### config.mk
export PLATFORM = sky130hd
export DESIGN_NAME = loc_own_arbiter
export DESIGN_NICKNAME = d
export VERILOG_FILES = /design/src/rtl/loc_arb_pkg.sv /design/src/rtl/loc_prio_pick.sv /design/src/rtl/loc_owner_fsm.sv /design/src/rtl/loc_flag_bank.sv /design/src/rtl/loc_readback.sv /design/src/rtl/loc_own_arbiter.sv
export SDC_FILE = /design/constraint.sdc
export NUM_CORES = 1
export LEC_CHECK = 0
export ABC_AREA = 1
export BUFFER_PORTS_ARGS = -buffer_cell sky130_fd_sc_hd__buf_2
export CORE_AREA = 2 2 68 70
export CTS_CLUSTER_SIZE = 40
export DETAILED_ROUTE_END_ITERATION = 8
export DIE_AREA = 0 0 70 72
export SLEW_MARGIN = 30
export SYNTH_ARGS = -nofsm -noshare
export SYNTH_HDL_FRONTEND = slang
export SYNTH_SLANG_ARGS = --single-unit
### constraint.sdc
create_clock -name clk -period 2.9 [get_ports clk]
set_clock_uncertainty 0.2 [all_clocks]
set_input_delay 0 -clock clk [delete_from_list [all_inputs] [get_ports clk]]
set_output_delay 0 -clock clk [all_outputs]
set_load 0.02 [all_outputs]
### src/rtl/loc_arb_pkg.sv
package loc_arb_pkg;

    typedef enum logic [1:0] {
        ST_FREE  = 2'd0,
        ST_OWNED = 2'd1,
        ST_ARB   = 2'd2
    } own_state_e;

    // bit positions in each locality byte (read and write share them)
    localparam int B_EST   = 0;
    localparam int B_REQ   = 1;
    localparam int B_PEND  = 2;
    localparam int B_SEIZE = 3;
    localparam int B_SZD   = 4;
    localparam int B_ACT   = 5;
    localparam int B_VALID = 7;

endpackage

### src/rtl/loc_prio_pick.sv
module loc_prio_pick #(
    parameter int NUM_LOC = 5,
    localparam int LOC_W  = $clog2(NUM_LOC)
) (
    input  logic [NUM_LOC-1:0] cand,
    output logic [LOC_W-1:0]   pick_idx,
    output logic               pick_any
);

    // highest-numbered candidate wins: later iterations override earlier ones
    always_comb begin
        pick_idx = '0;
        pick_any = 1'b0;
        for (int i = 0; i < NUM_LOC; i++) begin
            if (cand[i]) begin
                pick_idx = LOC_W'(i);
                pick_any = 1'b1;
            end
        end
    end

endmodule

### src/rtl/loc_owner_fsm.sv
module loc_owner_fsm
    import loc_arb_pkg::*;
#(
    parameter int NUM_LOC = 5,
    localparam int LOC_W  = $clog2(NUM_LOC)
) (
    input  logic               clk,
    input  logic               rst_n,
    input  logic               wr_ok,
    input  logic [LOC_W-1:0]   wr_loc,
    input  logic               cmd_seize,
    input  logic               cmd_rel,
    input  logic               pick_any,
    input  logic [LOC_W-1:0]   pick_idx,
    output logic [NUM_LOC-1:0] owner_oh,
    output logic [NUM_LOC-1:0] grant_oh,
    output logic [NUM_LOC-1:0] seized_evt_oh
);

    own_state_e       st_q, st_d;
    logic [LOC_W-1:0] own_q, own_d;
    logic             take_evt;

    // state register
    always_ff @(posedge clk or negedge rst_n) begin
        if (!rst_n) begin
            st_q  <= ST_FREE;
            own_q <= '0;
        end else begin
            st_q  <= st_d;
            own_q <= own_d;
        end
    end

    // next state
    always_comb begin
        st_d     = st_q;
        own_d    = own_q;
        take_evt = 1'b0;
        unique case (st_q)
            ST_FREE, ST_ARB: begin
                if (wr_ok && cmd_seize) begin
                    st_d  = ST_OWNED;
                    own_d = wr_loc;
                end else if (pick_any) begin
                    st_d  = ST_OWNED;
                    own_d = pick_idx;
                end else begin
                    st_d  = ST_FREE;
                end
            end
            ST_OWNED: begin
                if (wr_ok && cmd_rel && (wr_loc == own_q)) begin
                    st_d = ST_ARB;
                end else if (wr_ok && cmd_seize && (wr_loc > own_q)) begin
                    own_d    = wr_loc;
                    take_evt = 1'b1;
                end
            end
            default: st_d = ST_FREE;
        endcase
    end

    // outputs
    always_comb begin
        owner_oh      = (st_q == ST_OWNED) ? (NUM_LOC'(1) << own_q) : '0;
        grant_oh      = '0;
        seized_evt_oh = take_evt ? (NUM_LOC'(1) << own_q) : '0;
        if (st_d == ST_OWNED && (st_q != ST_OWNED || own_d != own_q))
            grant_oh = NUM_LOC'(1) << own_d;
    end

endmodule

### src/rtl/loc_flag_bank.sv
module loc_flag_bank #(
    parameter int NUM_LOC = 5
) (
    input  logic               clk,
    input  logic               rst_n,
    input  logic [NUM_LOC-1:0] wr_oh,
    input  logic               cmd_req,
    input  logic               cmd_szclr,
    input  logic [NUM_LOC-1:0] owner_oh,
    input  logic [NUM_LOC-1:0] grant_oh,
    input  logic [NUM_LOC-1:0] seized_evt_oh,
    input  logic               os_est_i,
    output logic [NUM_LOC-1:0] req_q,
    output logic [NUM_LOC-1:0] seized_q,
    output logic               est_q
);

    for (genvar i = 0; i < NUM_LOC; i++) begin : g_loc
        always_ff @(posedge clk or negedge rst_n) begin
            if (!rst_n) begin
                req_q[i]    <= 1'b0;
                seized_q[i] <= 1'b0;
            end else begin
                // grant wins over a new request from the same locality
                if (grant_oh[i])
                    req_q[i] <= 1'b0;
                else if (wr_oh[i] && cmd_req && !owner_oh[i])
                    req_q[i] <= 1'b1;

                if (seized_evt_oh[i])
                    seized_q[i] <= 1'b1;
                else if (grant_oh[i] || (wr_oh[i] && cmd_szclr))
                    seized_q[i] <= 1'b0;
            end
        end
    end

    always_ff @(posedge clk or negedge rst_n) begin
        if (!rst_n)
            est_q <= 1'b1;
        else if (os_est_i)
            est_q <= 1'b0;
    end

endmodule

### src/rtl/loc_readback.sv
module loc_readback
    import loc_arb_pkg::*;
#(
    parameter int NUM_LOC = 5,
    localparam int LOC_W  = $clog2(NUM_LOC)
) (
    input  logic [LOC_W-1:0]   rd_loc,
    input  logic [NUM_LOC-1:0] owner_oh,
    input  logic [NUM_LOC-1:0] req_q,
    input  logic [NUM_LOC-1:0] seized_q,
    input  logic               est_q,
    output logic [7:0]         rd_data
);

    logic others_wait;
    assign others_wait = |(req_q & ~owner_oh);

    always_comb begin
        rd_data = 8'h00;
        if (32'(rd_loc) < NUM_LOC) begin
            rd_data[B_VALID] = 1'b1;
            rd_data[B_EST]   = est_q;
            rd_data[B_REQ]   = req_q[rd_loc];
            rd_data[B_ACT]   = owner_oh[rd_loc];
            rd_data[B_SZD]   = seized_q[rd_loc];
            rd_data[B_PEND]  = owner_oh[rd_loc] & others_wait;
        end
    end

endmodule

### src/rtl/loc_own_arbiter.sv
module loc_own_arbiter
    import loc_arb_pkg::*;
#(
    parameter int NUM_LOC = 5,
    localparam int LOC_W  = $clog2(NUM_LOC)
) (
    input  logic               clk,
    input  logic               rst_n,
    input  logic               wr_en,
    input  logic [LOC_W-1:0]   wr_loc,
    input  logic [7:0]         wr_data,
    input  logic [LOC_W-1:0]   rd_loc,
    output logic [7:0]         rd_data,
    input  logic               os_est_i,
    output logic [NUM_LOC-1:0] active_oh
);

    logic               wr_ok;
    logic [NUM_LOC-1:0] wr_oh;
    logic               cmd_req, cmd_seize, cmd_rel, cmd_szclr;
    logic [NUM_LOC-1:0] req_q, seized_q, owner_oh, grant_oh, seized_evt_oh;
    logic [NUM_LOC-1:0] cand;
    logic [LOC_W-1:0]   pick_idx;
    logic               pick_any;
    logic               est_q;
    logic               wr_spare_unused;

    assign wr_ok     = wr_en && (32'(wr_loc) < NUM_LOC);
    assign wr_oh     = wr_ok ? (NUM_LOC'(1) << wr_loc) : '0;
    assign cmd_req   = wr_data[B_REQ];
    assign cmd_seize = wr_data[B_SEIZE];
    assign cmd_rel   = wr_data[B_ACT];
    assign cmd_szclr = wr_data[B_SZD];
    assign wr_spare_unused = ^{wr_data[7:6], wr_data[B_PEND], wr_data[B_EST]};

    // waiting requests plus a request arriving this cycle
    assign cand = req_q | (cmd_req ? wr_oh : '0);

    loc_prio_pick #(.NUM_LOC(NUM_LOC)) i_pick (
        .cand     (cand),
        .pick_idx (pick_idx),
        .pick_any (pick_any)
    );

    loc_owner_fsm #(.NUM_LOC(NUM_LOC)) i_fsm (
        .clk           (clk),
        .rst_n         (rst_n),
        .wr_ok         (wr_ok),
        .wr_loc        (wr_loc),
        .cmd_seize     (cmd_seize),
        .cmd_rel       (cmd_rel),
        .pick_any      (pick_any),
        .pick_idx      (pick_idx),
        .owner_oh      (owner_oh),
        .grant_oh      (grant_oh),
        .seized_evt_oh (seized_evt_oh)
    );

    loc_flag_bank #(.NUM_LOC(NUM_LOC)) i_flags (
        .clk           (clk),
        .rst_n         (rst_n),
        .wr_oh         (wr_oh),
        .cmd_req       (cmd_req),
        .cmd_szclr     (cmd_szclr),
        .owner_oh      (owner_oh),
        .grant_oh      (grant_oh),
        .seized_evt_oh (seized_evt_oh),
        .os_est_i      (os_est_i),
        .req_q         (req_q),
        .seized_q      (seized_q),
        .est_q         (est_q)
    );

    loc_readback #(.NUM_LOC(NUM_LOC)) i_rb (
        .rd_loc   (rd_loc),
        .owner_oh (owner_oh),
        .req_q    (req_q),
        .seized_q (seized_q),
        .est_q    (est_q),
        .rd_data  (rd_data)
    );

    assign active_oh = owner_oh;

endmodule

==> results.cfg, run 1 <==
[logic_synthesis]
synth_edf_count = 0
synth_cell_types = 31
synth_warnings = 0
yosys-top-cells-count = 55 x nand2_1, 40 x inv_1, 25 x nand3_1
yosysMostFrequentCell = nand2_1
ys_ff_latch = 16
ys_seq_area_frac = 0.275
synth_top_area_share = 0.257
avgSynthCellArea_sq_um = 6.37
ys.flop_type = dfrtp_1
yosys.area.top_type = dfrtp_1
ys_async_sr_fraction = 1.00
yosys-top-cells-area = dfrtp_1 26%, nand2_1 14%, inv_1 10%, nand3_1 8.6%, nor2_1 3.9%
syn_area_sq_mm = 0.00146
synthCells = 229

[timing]
rsz0062_at_grt = no
drv_slew = 0
tightest_slew_ns = 0.627
fmax_mhz = 386
finalCritPeriodShare = 0.894
finalWorstPathRequiredPeriod_ns = 2.59
finalSetupTns_ns = 0
worst_slack_ns = 0.308
relSlewSlack = 0.581
hold_viol_final = 0
finalSetupViolCount = 0

[floorplan]
die_y_microns = 72
start_util = 0.342
die_w_microns = 70
num_rows = 24
core_sq_mm = 0.00426
die-area_sq_mm = 0.00504
pin_count = 31

[routing]
drc_errors = 0
vias = 1532
wl_microns = 3930
viasPerCell = 4.79
drt_iter0_drc = 73
drtPass1Iterations = 4
ant_nets = 0
post_drt_wl_per_cell_microns = 12.3

[global_route]
grt_max_degree = 14
grt_usage = 0.174
grt_antenna_before_repair = 0
grt_pass1_wl_microns = 6820
gr-total-overflow = 0
grt_pass1_vias = 1527

[status]
status = finished, final reports clean

[critical_path]
r2r-end = i_flags.seized_q[3]
endpoint = i_flags.seized_q[3]
required_ns = 2.85
startpoint_type = flip-flop
r2r_cells = 14
crit_type = flip-flop to flip-flop
cp.arrival_ns = 2.54
crit_path_start = i_fsm.own_q[1]
critPathMaxFanout = 6
ff2ff_setup_slack_ns = 0.31
cp-end-kind = flip-flop
r2r-start = i_fsm.own_q[1]

[finish]
drive_gt1_frac = 0.228
fin_cells = 320
diodes = 0
fin_nets = 290
area_growth_pct = 22.7

[cts]
clk_latency_ns = 0.26
cts_buffer_depth = 2
cts_sinks = 16
clk_pin_slew_ns = 0.06
htreeDepth = 1
cts_inserted_buffers = 3
cts_tree = done
root_buffer = clkbuf_8
cts_setup_buffers = 0

[place]
dp_hpwl_microns = 3160
io_buffers = 24
dp_cells = 308
pre_cts_slack_ns = 0.333
gp_congestion = 0.861

[pwr]
power_density_mw_per_mm2 = 963
power_leakage_nw = 1.05
ir_worst_vdd_mv = 0.260

[worst_hold_path]
min_path_type = input pin to flip-flop

[run]
max_cap_violations = 0
-- final cells by class --
class / count / area [sq um]
fillers: 450 / 2470
multi-input cells: 168 / 877
flip-flops and latches: 16 / 402
repair buffers: 37 / 238
inverters: 43 / 164
well taps: 52 / 65.1
clock buffers: 4 / 45.0
-- per-layer routing --
metal,track usage,up-vias,routed length [microns]
met4,0.0855,0,94
met2,0.296,36,1830
met1,0.212,679,1830
met5,0,-,0
li1,-,810,-
met3,0.0319,7,167
-- per-stage QoR --
stage          power (mW)  instance area (sq um)  utilization  hold slack, ns
2_1_floorplan        1.24                   1460            -          -0.496
6_report             1.72                   1790        0.420          0.0119
3_3_place_gp         1.54                   1670        0.391          -0.262
3_5_place_dp         1.55                   1670        0.391          -0.257
5_1_grt              1.92                   1790        0.420          0.0368
4_1_cts              1.74                   1790        0.420         0.00495
-- repair_timing --
action | CTS | global route
hold buffers | 8 | 0
gates resized for setup | 0 | 0
endpoints found under the hold margin | 21 | 0
endpoints found under the setup margin | 0 | 0
-- worst min-delay path by stage --
stage,startpoint,end,cells after the start
after floorplan,rst_n,i_flags.req_q[0],0
final,wr_loc[0],i_fsm.own_q[0],3
after global routing,wr_loc[0],i_fsm.own_q[0],3
after CTS,wr_loc[0],i_fsm.own_q[0],3
after detailed placement,rst_n,i_fsm.st_q[0],1
after global placement,rst_n,i_fsm.st_q[0],1
-- cells by family after synthesis --
| kind of cell | synth area share |
|---|---|
| AO/OA/AOI/OAI | 0.121 |
| adder cells (fa/ha/maj) | 0.0257 |
| buffers and inverters | 0.126 |
| flip-flops | 0.275 |
| other | 0.00257 |
| AND/OR/NAND/NOR | 0.449 |
-- state kept, by name (all words and copies together), names as in the netlist --
signal and cells:
i_flags.est_q 1, i_flags.req_q 5, i_flags.seized_q 5, i_fsm.own_q 3, i_fsm.st_q 2
-- where the power goes --
group	internal (mW)	switching, mW
combinational	0.419	0.756
clock	0.0978	0.0809
sequential	0.310	0.0594
-- cells in the final DEF, fill, tap and decap left out, drive strengths merged --
cell and count:
ha 3, nand2 66, a21oi 11, nand3 29
buf 29, clkbuf 4, dfrtp 15, a211oi 1
o21ai 14, a31oi 2, nand3b 1, dfstp 1
conb 2, nor3 6, nor3b 2, dlygate4sd3 8
inv 43, o22ai 2, nor2 23, nand4 4
nor4 1, o211ai 1
-- critical path: stages, from the launching register on --
cell and delay (ns):
dfrtp_1 0.47, inv_1 0.10, ha_1 0.30, nand3_1 0.07, inv_1 0.05, a21oi_1 0.26, nand2_4 0.11, o21ai_1 0.21
nand3_2 0.17, nand2_1 0.09, nand2_1 0.06, nand2_2 0.10, nand3_1 0.14, nand2_1 0.10, nand2_1 0.05
(Power assumes the default switching activity.)
==> inputs of run 2 (changes only) <==
- CELL_PAD_IN_SITES_DETAIL_PLACEMENT: unset -> 0
- CELL_PAD_IN_SITES_GLOBAL_PLACEMENT: unset -> 2
- CORE_AREA: 2 2 68 70 -> 2 2 74 76
- DIE_AREA: 0 0 70 72 -> 0 0 76 78
- PLACE_DENSITY_LB_ADDON: unset -> 0.1
- clock period: 2.9 -> 2.8 ns (I/O delays scaled with it)
==> run 2 against run 1 <==
Combinational power up 8%; count of clock-buffer cells in the layout is the same; worst hold slack got worse by 0.0094 ns; maximum frequency is 5.4% higher; critical path depth unchanged; via count fell by 1.2%; worst setup slack better by 0.034 ns; core utilization fell by 5.7 points; die area increased by 18%; first-iteration DRC count shrank 25%; clock power increased by 22%; critical path type unchanged; largest cell class unchanged.
==> results.cfg, run 2 (synthesis results as in run 1) <==
[timing]
finalSetupViolCount = 0
finalSetupTns_ns = 0
finalWorstPathRequiredPeriod_ns = 2.46
fmax_mhz = 407
hold_ws_ns = 0.00251
rsz0062_at_grt = no
finalCritPeriodShare = 0.878
hold_viol_final = 0
drv_slew = 0

[finish]
final_area_sq_mm = 0.00183
nFillCells = 582
diodes = 0
drive_gt1_frac = 0.238
reg_top3 = i_flags.req_q: 5 flops, i_flags.seized_q: 5 flops, i_fsm.own_q: 3 flops
fin_nets = 291
area_growth_pct = 25.3
final_common_cell = nand2_1
layout_common_cells = 55 x nand2_1, 40 x inv_1, 25 x nand3_1
final_util = 0.363

[critical_path]
cp-end-kind = flip-flop
r2r_cells = 14
startpoint_type = flip-flop
r2r-start = i_fsm.own_q[2]
cp_slowest_cell = dfrtp_1
crit_type = flip-flop to flip-flop
critPathMaxFanout = 6
cp_common_cell = nand2_1
ff2ff_setup_slack_ns = 0.34
required_ns = 2.75
crit_chain = inv_1 -> ha_1 -> nand3_1 -> inv_1 -> a21oi_1 -> nand2_4 -> o21ai_1 -> nand3_2 -> nand2_1 -> nand2_1 -> nand2_2 -> nand3_1 -> nand2_1 -> nand2_1
cp.arrival_ns = 2.41
r2r-end = i_flags.seized_q[4]
cpPeakStageDelay_ns = 0.34

[routing]
post_drt_wl_per_cell_microns = 13.4
ant_nets = 0
drtPass1Iterations = 4
drc_errors = 0
drt_iter0_drc = 55
vias = 1514
viasPerCell = 4.47
wl_microns = 4530

[cts]
cts_tree = done
clk_pin_slew_ns = 0.07
cts_buffer_depth = 2
clk_latency_ns = 0.26
cts_sinks = 16
root_buffer = clkbuf_8
cts_inserted_buffers = 3
htreeDepth = 1

[place]
gp_congestion = 0.822
place_area_sq_mm = 0.00170
io_buffers = 24
dp_hpwl_microns = 3750

[worst_hold_path]
min_path_type = input pin to asynchronous set/reset pin

[floorplan]
pin_count = 31
die_y_microns = 78
start_util = 0.289
num_rows = 26
die_w_microns = 76
die-area_sq_mm = 0.00593
core_sq_mm = 0.00504

[global_route]
grt_usage = 0.165
grt_pass1_wl_microns = 7660
gr-total-overflow = 0
grt_pass1_vias = 1490
grt_antenna_before_repair = 0
grt_max_degree = 17

[pwr]
power_density_mw_per_mm2 = 1010
power_leakage_nw = 1.06
ir_worst_vdd_mv = 0.537

[status]
status = finished, final reports clean

[run]
max_cap_violations = 0
-- run 2: cell count changes in the layout (fill, tap and decap cells not counted), sizes merged --
cell         previous run  this run
dlygate4sd3             8         7
buf                    29        31
-- run 2: power breakdown --
part,total (mW),switching (mW),internal (mW)
clock network,0.218,0.0929,0.125
registers,0.372,0.0508,0.321
logic,1.26,0.813,0.445
-- run 2: worst max-delay path, delay by kind of cell (launching register included) --
kind,cells,cell delay (ns)
AO/OA/AOI/OAI,2,0.46
AND/OR/NAND/NOR,9,0.96
adder cells (fa/ha/maj),1,0.30
buffers and inverters,2,0.10
flip-flops,1,0.34
-- run 2: repair_timing --
action                                  CTS  global route
buffers inserted                          0             0
hold endpoints to repair                 21             0
hold buffers                              7             0
endpoints found under the setup margin    0             0
resized for setup                         0             0
-- run 2: final cells by class --
class                      count  area [sq um]  share of cell area
tap                           70          87.6              0.0479
inverter                      43           164              0.0897
sequential                    16           402               0.220
timing repair buffer          38           243               0.133
clock buffer                   4          55.1              0.0301
multi-input combinational    168           877               0.480
-- run 2: per-layer routing --
layer	part of all wire	track usage	vias to the layer above	routed length (microns)
met4	0.013	0.0345	0	58
met2	0.48	0.291	27	2160
met1	0.47	0.209	668	2140
met5	0	0	-	0
met3	0.037	0.0360	8	169
li1	-	-	811	-
-- run 2: per-stage QoR --
stage	instances	power, mW	worst slack [ns]
6_report	339	1.85	0.342
3_3_place_gp	328	1.66	0.317
5_1_grt	339	2.06	0.0617
2_1_floorplan	230	1.28	0.381
4_1_cts	339	1.88	0.319
3_5_place_dp	328	1.65	0.326
-- run 2: worst max-delay path by stage --
stage                               end  cells past startpoint  slack (ns)           start
floorplan                    rd_data[2]                      8        0.38   i_fsm.st_q[0]
global placement    i_flags.seized_q[4]                     14        0.32  i_fsm.own_q[1]
detailed placement  i_flags.seized_q[4]                     14        0.33  i_fsm.own_q[1]
CTS                 i_flags.seized_q[4]                     14        0.32  i_fsm.own_q[1]
global route        i_flags.seized_q[3]                     14        0.06  i_fsm.own_q[2]
finish              i_flags.seized_q[4]                     14        0.34  i_fsm.own_q[2]
